File: src/rtl/rtc_timebase_pkg.sv
`timescale 1ns/1ps
package rtc_timebase_pkg;

    localparam int CHAIN_STAGES = 15;
    localparam int BUSY_TICKS   = 8;

    typedef enum logic [1:0] {
        CHAIN_STOP = 2'd0,
        CHAIN_RUN  = 2'd1,
        CHAIN_HOLD = 2'd2
    } chain_mode_e;

    typedef struct packed {
        logic       valid;
        logic [3:0] bit_idx;
    } tap_sel_t;

    // 11x holds the chain cleared, 010 runs it, anything else stops it
    function automatic chain_mode_e decode_ctrl(input logic [2:0] ctrl);
        chain_mode_e m;
        if (ctrl[2:1] == 2'b11)
            m = CHAIN_HOLD;
        else if (ctrl == 3'b010)
            m = CHAIN_RUN;
        else
            m = CHAIN_STOP;
        return m;
    endfunction

    // rate code to chain bit; the three low codes are irregular
    function automatic tap_sel_t rate_to_tap(input logic [3:0] code);
        tap_sel_t t;
        t.valid = 1'b1;
        case (code)
            4'd0:    begin t.valid = 1'b0; t.bit_idx = 4'd0; end
            4'd1:    t.bit_idx = 4'd6;
            4'd2:    t.bit_idx = 4'd7;
            4'd3:    t.bit_idx = 4'd1;
            default: t.bit_idx = code - 4'd2;
        endcase
        return t;
    endfunction

endpackage

File: src/rtl/rtc_div_chain.sv
`timescale 1ns/1ps
module rtc_div_chain
    import rtc_timebase_pkg::*;
#(
    parameter int STAGES = CHAIN_STAGES
) (
    input  logic              clk,
    input  logic              rst,
    input  logic              tick,
    input  chain_mode_e       mode,
    output logic [STAGES-1:0] count,
    output logic              advance
);

    assign advance = tick && (mode == CHAIN_RUN);

    always_ff @(posedge clk) begin
        if (rst || mode == CHAIN_HOLD)
            count <= '0;
        else if (advance)
            count <= count + STAGES'(1);
    end

endmodule

File: src/rtl/rtc_tap_select.sv
`timescale 1ns/1ps
module rtc_tap_select
    import rtc_timebase_pkg::*;
#(
    parameter int STAGES = CHAIN_STAGES
) (
    input  logic              clk,
    input  logic              rst,
    input  logic [STAGES-1:0] count,
    input  logic              advance,
    input  logic [3:0]        rate_code,
    input  logic              sqw_enable,
    output logic              sqw_out,
    output logic              periodic_evt
);

    tap_sel_t          sel;
    logic [STAGES-1:0] count_next;
    logic              tap_now;
    logic              tap_next;

    assign sel        = rate_to_tap(rate_code);
    assign count_next = count + STAGES'(1);
    assign tap_now    = sel.valid && count[sel.bit_idx];
    assign tap_next   = sel.valid && count_next[sel.bit_idx];
    assign sqw_out    = sqw_enable && tap_now;

    always_ff @(posedge clk) begin
        if (rst)
            periodic_evt <= 1'b0;
        else
            periodic_evt <= advance && !tap_now && tap_next;
    end

endmodule

File: src/rtl/rtc_update_timer.sv
`timescale 1ns/1ps
module rtc_update_timer
    import rtc_timebase_pkg::*;
#(
    parameter int STAGES = CHAIN_STAGES,
    parameter int WINDOW = BUSY_TICKS
) (
    input  logic              clk,
    input  logic              rst,
    input  logic              tick,
    input  logic              advance,
    input  chain_mode_e       mode,
    input  logic              set_freeze,
    input  logic [STAGES-1:0] count,
    output logic              update_strobe,
    output logic              update_busy,
    output logic              update_done
);

    localparam int                UPD_POINT = 1 << (STAGES - 1);
    localparam logic [STAGES-1:0] LAST_CNT  = STAGES'(UPD_POINT - 1);
    localparam logic [STAGES-1:0] WIN_LO    = STAGES'(UPD_POINT - WINDOW);

    logic hit;
    logic done_pend;

    assign update_busy = (mode == CHAIN_RUN) && !set_freeze
                         && (count >= WIN_LO) && (count <= LAST_CNT);
    assign hit         = advance && !set_freeze && (count == LAST_CNT);

    always_ff @(posedge clk) begin
        if (rst || mode == CHAIN_HOLD) begin
            update_strobe <= 1'b0;
            update_done   <= 1'b0;
            done_pend     <= 1'b0;
        end else begin
            update_strobe <= hit;
            update_done   <= tick && done_pend;
            if (hit)
                done_pend <= 1'b1;
            else if (tick)
                done_pend <= 1'b0;
        end
    end

endmodule

File: src/rtl/rtc_timebase.sv
`timescale 1ns/1ps
module rtc_timebase
    import rtc_timebase_pkg::*;
#(
    parameter int STAGES = CHAIN_STAGES,
    parameter int WINDOW = BUSY_TICKS
) (
    input  logic       clk,
    input  logic       rst,
    input  logic       tb_tick,
    input  logic [2:0] div_ctrl,
    input  logic [3:0] rate_code,
    input  logic       sqw_enable,
    input  logic       set_freeze,
    output logic       sqw_out,
    output logic       periodic_evt,
    output logic       update_strobe,
    output logic       update_busy,
    output logic       update_done
);

    chain_mode_e       mode;
    logic [STAGES-1:0] count;
    logic              advance;

    assign mode = decode_ctrl(div_ctrl);

    rtc_div_chain #(.STAGES(STAGES)) u_chain (
        .clk     (clk),
        .rst     (rst),
        .tick    (tb_tick),
        .mode    (mode),
        .count   (count),
        .advance (advance)
    );

    rtc_tap_select #(.STAGES(STAGES)) u_tap (
        .clk          (clk),
        .rst          (rst),
        .count        (count),
        .advance      (advance),
        .rate_code    (rate_code),
        .sqw_enable   (sqw_enable),
        .sqw_out      (sqw_out),
        .periodic_evt (periodic_evt)
    );

    rtc_update_timer #(.STAGES(STAGES), .WINDOW(WINDOW)) u_upd (
        .clk           (clk),
        .rst           (rst),
        .tick          (tb_tick),
        .advance       (advance),
        .mode          (mode),
        .set_freeze    (set_freeze),
        .count         (count),
        .update_strobe (update_strobe),
        .update_busy   (update_busy),
        .update_done   (update_done)
    );

endmodule

File: config.mk
export PLATFORM = sky130hd
export DESIGN_NAME = rtc_timebase
export DESIGN_NICKNAME = d
export VERILOG_FILES = /design/src/rtl/rtc_timebase_pkg.sv /design/src/rtl/rtc_div_chain.sv /design/src/rtl/rtc_tap_select.sv /design/src/rtl/rtc_update_timer.sv /design/src/rtl/rtc_timebase.sv
export SDC_FILE = /design/constraint.sdc
export NUM_CORES = 1
export LEC_CHECK = 0
export BUFFER_PORTS_ARGS = -buffer_cell sky130_fd_sc_hd__buf_2
export CORE_MARGIN = 5
export CORE_UTILIZATION = 53
export CTS_CLUSTER_DIAMETER = 80
export CTS_CLUSTER_SIZE = 12
export DETAILED_ROUTE_END_ITERATION = 8
export GPL_ROUTABILITY_DRIVEN = 0
export PLACE_DENSITY = 0.86
export SLEW_MARGIN = 15
export SYNTH_ARGS = -nofsm -noshare
export SYNTH_HDL_FRONTEND = slang
export SYNTH_SLANG_ARGS = --single-unit
File: constraint.sdc
create_clock -name clk -period 2.1 [get_ports clk]
set_clock_uncertainty 0.2 [all_clocks]
set_input_delay 0.105 -clock clk [delete_from_list [all_inputs] [get_ports clk]]
set_output_delay 0.105 -clock clk [all_outputs]
set_load 0.01 [all_outputs]
==> flow_metrics.env, run 1 <==
export IMPL_status="finished with violations"
export IMPL_failed_checks="negative hold slack"
export IMPL_cp_slowest_cell="dfxtp_4"
export IMPL_fp_row_count=20
export IMPL_drive_above_1_share_pct=30.9
export IMPL_worstSetupStartpoint="u_chain.count[0]$_SDFFE_PP0P_"
export IMPL_cts_tree="built"
export IMPL_die_h_um=65.6
export IMPL_tightestPinTransition_ns=0.564
export IMPL_final_cell_area_um2=2020
export IMPL_whs_ns=-0.00164
export IMPL_antenna_found_initial=0
export IMPL_period_share_pct=98.8
export IMPL_pwr_share_seq_pct=48.9
export IMPL_synthFlopType="dfxtp_1"
export IMPL_core_area_um2=3000
export IMPL_area_growth_pct=23.1
export IMPL_ctsLongestPathBuffers=2
export IMPL_grt_pass1_wl_um=7710
export IMPL_wl_per_cell_um=16.2
export IMPL_max_slew_margin_pct=62.4
export IMPL_syn_area_um2=1640
export IMPL_power_density_nw_per_um2=365
export IMPL_dr_total_vias=1847
export IMPL_required_ns=2.11
export IMPL_via_per_inst=6.39
export IMPL_die_x_um=65.6
export IMPL_slowest_delay_ns=0.38
export IMPL_grt_max_degree=19
export IMPL_final_cell_mix="buf_4 (29), nor2_1 (20), a21oi_1 (19)"
export IMPL_final_core_util_pct=67.1
export IMPL_antenna_cells=0
export IMPL_timing_rr_start="u_chain.count[0]$_SDFFE_PP0P_"
export IMPL_fin_tns_setup_ns=0
export IMPL_dpl_cell_area_um2=1870
export IMPL_power_switching_uw=217
export IMPL_numCtsBuffers=3
export IMPL_cp_arrival_ns=2.09
export IMPL_overflow=0
export IMPL_worstHoldPathType="in -> reg"
export IMPL_register_area_um2=394
export IMPL_swShare_pct=29.6
export IMPL_routed_wl_um=4670
export IMPL_cell_internal_pwr_uw=518
export IMPL_post_route_min_period_ns=2.07
export IMPL_clock_latency_ns=0.30
export IMPL_endpoint_kind="register"
export IMPL_fmax_mhz=482
export IMPL_yosysSeqAreaShare_pct=23.2
export IMPL_grt_pass1_vias=1656
export IMPL_hold_start="set_freeze"
export IMPL_ir_drop_uv=263
export IMPL_clk_pin_slew_worst_paths_ns=0.10
export IMPL_path_class="reg -> reg"
export IMPL_worstSetupStartpointType="register"
export IMPL_die_area_um2=4300
export IMPL_clock_root_buffer="clkbuf_4"
export IMPL_synth_edf_count=0
export IMPL_syn_nets=237
export IMPL_drt_first_pass_iters=5
export IMPL_avgSynthCellArea_um2=7.38
export IMPL_report_final_slew_viol_count=0
export IMPL_combPwrFrac_pct=25.8
export IMPL_grt_usage_pct=22.8
export IMPL_synth_cells=222
export IMPL_synth_top_area_share_pct=23.2
export IMPL_place_hpwl_um=3360
export IMPL_clkSinkCount=19
export IMPL_async_flop_share_pct=0
export IMPL_multiInputGateArea_um2=1190
export IMPL_synth_top_area_cell="dfxtp_1"
export IMPL_final_hold_violation_count=1
export IMPL_ys_seq_elements=19
export IMPL_synth_cell_types=55
export IMPL_grt_setup_unrepaired="true"
export IMPL_start_util_pct=54.5
export IMPL_portBuffers=16
export IMPL_setup_violations=0
export IMPL_h_tree_depth=1
export IMPL_pin_count=17
export IMPL_nets=272
export IMPL_drc=0
export IMPL_clock_power_share_pct=25.3
export IMPL_p_leak_uw=0.000729
export IMPL_cap_violations=0
export IMPL_final_common_cell="buf_4"
export IMPL_ys_warn_count=0
export IMPL_drt_iter0_drc=238
export IMPL_num_fill_cells=239
export IMPL_cp_max_fo=6
export IMPL_crit_chain="ha_2 -> nand3_4 -> buf_4 -> nor2_1 -> xnor2_1 -> nor3_1 -> o21ai_0 -> a221oi_2"
export IMPL_ant_nets=0
export IMPL_synth_area_top_cells="dfxtp_1 (23%), a21oi_1 (6.7%), xnor2_1 (6.4%)"
## path summary, 6_finish.rpt
path	endpoint	slack (ns)	cells after the start
hold / removal	u_upd.update_strobe$_SDFF_PP0_	-0.002	4
hold reg to reg	u_upd.update_done$_SDFF_PP0_	0.24	2
setup / recovery	u_tap.periodic_evt$_SDFF_PP0_	0.03	8
setup reg to reg	u_tap.periodic_evt$_SDFF_PP0_	0.03	8
## sequential cells by signal, indices dropped and copies added (netlist names)
signal and count:
u_tap.periodic_evt 1, u_upd.done_pend 1, u_upd.update_strobe 1, u_upd.update_done 1, u_chain.count 15
## worst max-delay path, delay by kind of cell (launching register included)
family                   cells  cell delay (ns)
XOR/XNOR                     1             0.09
buffers and inverters        1             0.17
flip-flops                   1             0.38
adder cells (fa/ha/maj)      1             0.21
AO/OA/AOI/OAI                2             0.46
AND/OR/NAND/NOR              3             0.49
## power by group through the flow
| stage | Sequential (µW) | Clock [µW] | Combinational (µW) |
|---|---|---|---|
| floorplan | 370 | 0 | 118 |
| global route | 360 | 210 | 205 |
| global placement | 370 | 0 | 163 |
| finish | 359 | 186 | 190 |
| detailed placement | 370 | 0 | 166 |
| CTS | 362 | 192 | 170 |
## kinds of logic after synthesis
| family | synth area share [%] |
|---|---|
| AND/OR/NAND/NOR | 30.1 |
| AO/OA/AOI/OAI | 25.5 |
| buffers and inverters | 8.48 |
| flip-flops | 23.2 |
| XOR/XNOR | 8.56 |
| multiplexers | 1.83 |
| adder cells (fa/ha/maj) | 2.29 |
## layer usage
layer  global-route usage [%]  routed length (µm)  up-vias
li1                         -                   -      869
met1                     29.5                1900      847
met2                     38.4                2180      104
met3                     2.91                 394       27
met4                     8.29                 197        0
met5                        0                   0        -
## what timing repair did
item	in CTS	in global routing
setup endpoints to repair	3	4
hold buffers	2	0
buffers inserted	1	2
hold endpoints to repair	3	0
resized for setup	6	18
pin swaps	4	8
## Yosys cell counts, drive strengths merged (4+ instances only)
cell    count
inv         8
o21ai      17
xor2        4
buf        11
or3        13
nand3       9
xnor2      12
clkbuf      7
nand2      15
nand4       5
nor2       22
nor3        6
a21oi      22
dfxtp      19
o311ai      4
## stage by stage
stage / worst slack, ns / std cells / hold WS (ns) / total power (µW)
after detailed placement: 0.0179 / 280 / 0.161 / 536
after global routing: -0.116 / 289 / 0.0137 / 775
after floorplan: 0.0535 / 222 / 0.0255 / 487
after CTS: 0.00986 / 287 / 0.00367 / 725
after global placement: 0.0634 / 280 / 0.161 / 533
final: 0.0256 / 289 / -0.00164 / 735
## layout make-up
type                       instances  area share [%]
multi-input combinational        177            59.3
clock buffer                       4            1.30
tap                               33            2.05
timing repair buffer              48            16.3
sequential                        19            19.6
inverter                           8            1.49
Note: power is estimated with default switching activity, not from simulation.
==> inputs of run 2 (changes only) <==
--- a/config.mk
+++ b/config.mk
@@ -5,6 +5,7 @@
 export SDC_FILE = /design/constraint.sdc
 export NUM_CORES = 1
 export LEC_CHECK = 0
+export ABC_AREA = 1
 export BUFFER_PORTS_ARGS = -buffer_cell sky130_fd_sc_hd__buf_2
 export CORE_MARGIN = 5
 export CORE_UTILIZATION = 53
==> run 2 against run 1 <==
  * Clock power is 4% higher
  * Sequential cell count unchanged
  * Setup slack improved by 0.069 ns
  * Worst hold slack better by 0.029 ns
  * Area after synthesis is 4.3% lower
  * Sequential share of layout area up 2.7 points
  * The run now ends clean
  * Cell count up 12%
  * Routed wire length decreased by 6.9%
==> flow_metrics.env, run 2 <==
export IMPL_drt_first_pass_iters=5
export IMPL_drive_above_1_share_pct=16.0
export IMPL_worstHoldPathType="in -> reg"
export IMPL_grt_usage_pct=21.6
export IMPL_dr_total_vias=1855
export IMPL_setup_violations=0
export IMPL_pin_count=17
export IMPL_critPathCapture="update_busy"
export IMPL_required_ns=1.79
export IMPL_cts_setup_buffers=0
export IMPL_ant_nets=0
export IMPL_status="complete, no violations"
export IMPL_post_route_min_period_ns=2.01
export IMPL_routed_wl_um=4350
export IMPL_reg2reg_depth=12
export IMPL_avgSynthCellArea_um2=5.76
export IMPL_cap_violations=0
export IMPL_grt_pass1_wl_um=7350
export IMPL_die_h_um=64.4
export IMPL_synth_mux_area_share_pct=0
export IMPL_largest_register="u_chain.count"
export IMPL_synth_top_family_by_area="simple AND/OR/NAND/NOR gates"
export IMPL_synth_edf_count=0
export IMPL_synth_cells=272
export IMPL_final_core_util_pct=63.5
export IMPL_cp_arrival_ns=1.70
export IMPL_drt_iter0_drc=191
export IMPL_clkSinkCount=19
export IMPL_layout_cells_non_filler=325
export IMPL_fp_row_count=19
export IMPL_portBuffers=16
export IMPL_endpoint_kind="primary output"
export IMPL_grt_pass1_vias=1653
export IMPL_yosysSeqAreaShare_pct=24.3
export IMPL_synth_cell_types=28
export IMPL_worstSetupStartpointType="register"
export IMPL_clock_root_buffer="clkbuf_4"
export IMPL_r2r_slack_ns=0.22
export IMPL_syn_area_um2=1570
export IMPL_async_flop_share_pct=0
export IMPL_cts_tree="built"
export IMPL_timing_rr_start="u_chain.count[0]$_SDFFE_PP0P_"
export IMPL_synth_top_area_share_pct=24.3
export IMPL_p_leak_uw=0.000865
export IMPL_synth_top_area_cell="dfxtp_1"
export IMPL_antenna_cells=0
export IMPL_clock_latency_ns=0.31
export IMPL_synth_xor_area_share_pct=1.12
export IMPL_drc=0
export IMPL_core_area_um2=2810
export IMPL_wl_per_cell_um=13.4
export IMPL_worstSetupStartpoint="u_chain.count[0]$_SDFFE_PP0P_"
export IMPL_grt_max_degree=17
export IMPL_synth_area_top_cells="dfxtp_1 (24%), nand2_1 (20%), nand3_1 (13%)"
export IMPL_report_final_slew_viol_count=0
export IMPL_die_x_um=64.4
export IMPL_antenna_found_initial=0
export IMPL_synthFlopType="dfxtp_1"
export IMPL_ir_drop_uv=319
export IMPL_max_slew_margin_pct=72.1
export IMPL_final_common_cell="nand2_1"
export IMPL_syn_nets=287
export IMPL_via_per_inst=5.71
export IMPL_tightestPinTransition_ns=0.414
export IMPL_r2r_end="u_tap.periodic_evt$_SDFF_PP0_"
export IMPL_final_cell_mix="nand2_1 (82), inv_1 (42), nand3_1 (41)"
export IMPL_yosys_area_share_adder_pct=2.39
export IMPL_cp_max_fo=4
export IMPL_yosys_area_share_simple_pct=48.2
export IMPL_largest_register_ffs=15
export IMPL_ys_seq_elements=19
export IMPL_synth_most_common_cell="nand2_1"
export IMPL_overflow=0
export IMPL_synth_commonest_cells="nand2_1 (83), inv_1 (42), nand3_1 (41)"
export IMPL_power_density_nw_per_um2=418
export IMPL_h_tree_depth=1
export IMPL_final_hold_violation_count=0
export IMPL_fmax_mhz=499
export IMPL_synth_compound_area_share_pct=12.0
export IMPL_nets=310
export IMPL_dp_cells=318
export IMPL_place_hpwl_um=3300
export IMPL_ctsLongestPathBuffers=2
export IMPL_period_share_pct=95.5
export IMPL_numCtsBuffers=3
export IMPL_power_total_uw=744
export IMPL_area_growth_pct=13.6
export IMPL_clk_pin_slew_worst_paths_ns=0.12
export IMPL_path_class="reg -> out"
export IMPL_hold_start="div_ctrl[0]"
export IMPL_start_util_pct=55.9
export IMPL_ys_warn_count=0
export IMPL_die_area_um2=4150
export IMPL_num_fill_cells=272
==> run 2: worst min-delay path by stage <==
| stage | endpoint | slack [ns] | depth (start not counted) |
|---|---|---|---|
| final | u_upd.update_strobe$_SDFF_PP0_ | 0.03 | 5 |
| after global routing | u_chain.count[12]$_SDFFE_PP0P_ | 0.06 | 4 |
| after CTS | u_upd.update_strobe$_SDFF_PP0_ | 0.02 | 5 |
| after detailed placement | u_upd.done_pend$_SDFFE_PP0P_ | 0.13 | 2 |
| after global placement | u_upd.done_pend$_SDFFE_PP0P_ | 0.13 | 2 |
| after floorplan | u_upd.done_pend$_SDFFE_PP0P_ | 0.02 | 1 |
==> run 2: area by class of cell <==
cell class / instances / area, µm² / area share (%)
clock inverters: 1 / 5.00 / 0.281
repair buffers: 22 / 133 / 7.44
multi-input cells: 206 / 1020 / 57.5
clock buffers: 3 / 22.5 / 1.26
flip-flops and latches: 19 / 397 / 22.3
well taps: 31 / 38.8 / 2.18
inverters: 43 / 161 / 9.06
==> run 2: cells by family after synthesis <==
kind of cell,count (synthesis)
AND/OR/NAND/NOR,170
buffers and inverters,47
AO/OA/AOI/OAI,31
flip-flops,19
adder cells (fa/ha/maj),3
XOR/XNOR,2
==> run 2: metal layers <==
layer	wire [µm]	vias up	global-route usage [%]	share of wire, %
li1	-	928	-	-
met1	1890	818	30.3	44
met2	1950	98	32.5	45
met3	429	11	4.03	9.9
met4	69	0	8.97	1.6
met5	0	-	0	0
==> run 2: what timing repair did <==
| action | CTS | global route |
|---|---|---|
| setup endpoints to repair | 1 | 2 |
| resized for setup | 1 | 16 |
| hold buffers | 3 | 0 |
| hold endpoints to repair | 4 | 0 |
==> run 2: power breakdown <==
part | internal (µW) | total, µW | switching [µW]
Combinational | 61.3 | 177 | 115
Sequential | 365 | 375 | 9.74
Clock | 71.1 | 193 | 122
==> run 2: per-stage QoR <==
| stage | hold slack, ns | worst slack (ns) | TNS [ns] | instance area [µm²] |
|---|---|---|---|---|
| after floorplan | 0.0221 | 0.385 | 0 | 1570 |
| after global placement | 0.126 | 0.260 | 0 | 1680 |
| after CTS | 0.0209 | 0.00923 | 0 | 1750 |
| final | 0.0271 | 0.0944 | 0 | 1780 |
| after global routing | 0.0563 | -0.0331 | -0.0331 | 1780 |
| after detailed placement | 0.134 | 0.184 | 0 | 1680 |
==> run 2: worst max-delay path: stages, from the launching register on <==
cell	delay (ns)
dfxtp_2	0.38
ha_2	0.21
nand2_1	0.08
nor2_2	0.16
nand2_1	0.13
a21oi_2	0.16
o211a_1	0.15
buf_2	0.13
==> inputs of run 3 (changes only) <==
--- a/config.mk
+++ b/config.mk
@@ -13,7 +13,7 @@
 export CTS_CLUSTER_SIZE = 12
 export DETAILED_ROUTE_END_ITERATION = 8
 export GPL_ROUTABILITY_DRIVEN = 0
-export PLACE_DENSITY = 0.86
+export PLACE_DENSITY = 0.76
 export SLEW_MARGIN = 15
 export SYNTH_ARGS = -nofsm -noshare
 export SYNTH_HDL_FRONTEND = slang
==> run 3 against run 2 <==
  * Power grew 1.0%
  * Non-clock buffer count grew 4
  * Via count shrank 1.1%
  * Sequential power is essentially flat
  * Die area is the same
  * Cell area grew 0.56%
  * Critical path depth shrank 2
  * Combinational power grew 4%
  * Worst hold slack lost 0.0025 ns
  * Sequential share of layout area shrank 0.82 points
  * Register-to-register slack lost 0.02 ns
  * First-iteration DRC count shrank 8.4%
  * Highest routed layer unchanged
==> flow_metrics.env, run 3 (synthesized netlist as in run 2, its figures left out) <==
export IMPL_power_density_nw_per_um2=420
export IMPL_tightestPinTransition_ns=0.355
export IMPL_report_final_slew_viol_count=0
export IMPL_largest_register="u_chain.count"
export IMPL_multiInputGateArea_um2=1020
export IMPL_clock_root_buffer="clkbuf_4"
export IMPL_crit_chain="nand2_1 -> nor4_4 -> a21oi_1 -> o211a_1 -> buf_2"
export IMPL_antenna_cells=0
export IMPL_drt_iter0_drc=175
export IMPL_register_area_um2=384
export IMPL_largest_register_ffs=15
export IMPL_numCtsBuffers=3
export IMPL_worstSetupStartpoint="u_chain.count[5]$_SDFFE_PP0P_"
export IMPL_clkSinkCount=19
export IMPL_critPathCapture="update_busy"
export IMPL_ant_nets=0
export IMPL_grt_max_degree=18
export IMPL_cp_max_fo=6
export IMPL_antenna_found_initial=0
export IMPL_overflow=0
export IMPL_reg2reg_depth=12
export IMPL_timing_rr_start="u_chain.count[0]$_SDFFE_PP0P_"
export IMPL_place_hpwl_um=3260
export IMPL_ir_drop_uv=334
export IMPL_final_hold_violation_count=0
export IMPL_portBuffers=16
export IMPL_crit_buf_inv=1
export IMPL_whs_ns=0.0245
export IMPL_dr_total_vias=1834
export IMPL_grt_pass1_wl_um=6960
export IMPL_ctsLongestPathBuffers=2
export IMPL_drt_first_pass_iters=4
export IMPL_wl_per_cell_um=12.9
export IMPL_cp_arrival_ns=1.68
export IMPL_cts_setup_buffers=0
export IMPL_path_depth=5
export IMPL_fp_row_count=19
export IMPL_path_class="reg -> out"
export IMPL_drc=0
export IMPL_slowest_delay_ns=0.46
export IMPL_die_area_um2=4150
export IMPL_max_slew_margin_pct=76.1
export IMPL_area_growth_pct=14.3
export IMPL_r2r_slack_ns=0.20
export IMPL_cp_slowest_cell="dfxtp_1"
export IMPL_final_cell_mix="nand2_1 (83), inv_1 (42), nand3_1 (41)"
export IMPL_endpoint_kind="primary output"
export IMPL_die_h_um=64.4
export IMPL_drive_above_1_share_pct=14.8
export IMPL_cap_violations=0
export IMPL_fin_tns_setup_ns=0
export IMPL_grt_pass1_vias=1603
export IMPL_final_common_cell="nand2_1"
export IMPL_fmax_mhz=503
export IMPL_critical_path_top_delay_family="simple AND/OR/NAND/NOR gates"
export IMPL_r2r_end="u_tap.periodic_evt$_SDFF_PP0_"
export IMPL_grt_usage_pct=21.0
export IMPL_clk_pin_slew_worst_paths_ns=0.11
export IMPL_cts_tree="built"
export IMPL_required_ns=1.79
export IMPL_h_tree_depth=1
export IMPL_grt_setup_unrepaired="false"
export IMPL_worstHoldPathType="in -> reg"
export IMPL_nets=314
export IMPL_p_leak_uw=0.000883
export IMPL_worstSetupStartpointType="register"
export IMPL_num_fill_cells=279
export IMPL_setup_violations=0
export IMPL_post_route_min_period_ns=1.99
export IMPL_core_area_um2=2810
export IMPL_pin_count=17
export IMPL_status="complete, no violations"
export IMPL_period_share_pct=94.6
export IMPL_via_per_inst=5.57
export IMPL_final_core_util_pct=63.9
export IMPL_clock_latency_ns=0.30
export IMPL_routed_wl_um=4240
export IMPL_die_x_um=64.4
export IMPL_start_util_pct=55.9
-- run 3: how the worst min path moves through the flow --
stage | startpoint | to | slack (ns) | cells after the start
4_1_cts | div_ctrl[0] | u_chain.count[4]$_SDFFE_PP0P_ | 0.02 | 4
6_report | div_ctrl[0] | u_chain.count[4]$_SDFFE_PP0P_ | 0.02 | 4
2_1_floorplan | tb_tick | u_upd.done_pend$_SDFFE_PP0P_ | 0.02 | 1
5_1_grt | div_ctrl[0] | u_chain.count[4]$_SDFFE_PP0P_ | 0.02 | 4
3_3_place_gp | tb_tick | u_upd.done_pend$_SDFFE_PP0P_ | 0.13 | 2
3_5_place_dp | tb_tick | u_upd.done_pend$_SDFFE_PP0P_ | 0.14 | 2
-- run 3: worst register-to-register path, stage by stage (launching register included) --
cell	delay (ns)
dfxtp_2	0.38
ha_1	0.21
nand3_1	0.22
nor2_2	0.19
nand2_1	0.08
nand3_1	0.09
nand2_1	0.05
nor2_1	0.11
nor2_1	0.06
nor2_1	0.08
nor2_1	0.04
nand2_1	0.06
nor2_1	0.04
-- run 3: repair_timing --
item / CTS / global route
hold buffers: 3 / 0
endpoints found under the setup margin: 1 / 2
gates resized for setup: 1 / 6
hold endpoints to repair: 4 / 0
gates cloned: 0 / 0
-- run 3: layout make-up --
cell class                 count  area share (%)
clock buffer                   4            1.47
sequential                    19            21.4
tap                           31            2.16
timing repair buffer          26            9.08
inverter                      43            9.01
multi-input combinational    206            56.8
-- run 3: report_power, final --
group | internal (µW) | switching [µW] | leakage [µW] | total, µW
combinational | 67.6 | 116 | 0.000713 | 184
clock | 74.2 | 118 | 0.0000150 | 192
sequential | 368 | 8.81 | 0.000155 | 376
total | 509 | 243 | 0.000883 | 752
-- run 3: per-layer routing --
layer | vias to the layer above | GRT usage [%] | wire length [µm]
li1 | 937 | - | -
met4 | 0 | 8.97 | 77
met2 | 57 | 36.2 | 2010
met1 | 831 | 26.4 | 1870
met3 | 9 | 2.45 | 289
met5 | - | 0 | 0
-- run 3: stage by stage --
step | cell area [µm²] | total power [µW] | worst slack (ns) | std cells
after floorplan | 1570 | 504 | 0.385 | 272
after global placement | 1710 | 559 | 0.173 | 322
after detailed placement | 1710 | 560 | 0.172 | 322
after CTS | 1770 | 751 | 0.0381 | 329
after global routing | 1790 | 799 | 0.0174 | 329
final | 1790 | 752 | 0.114 | 329
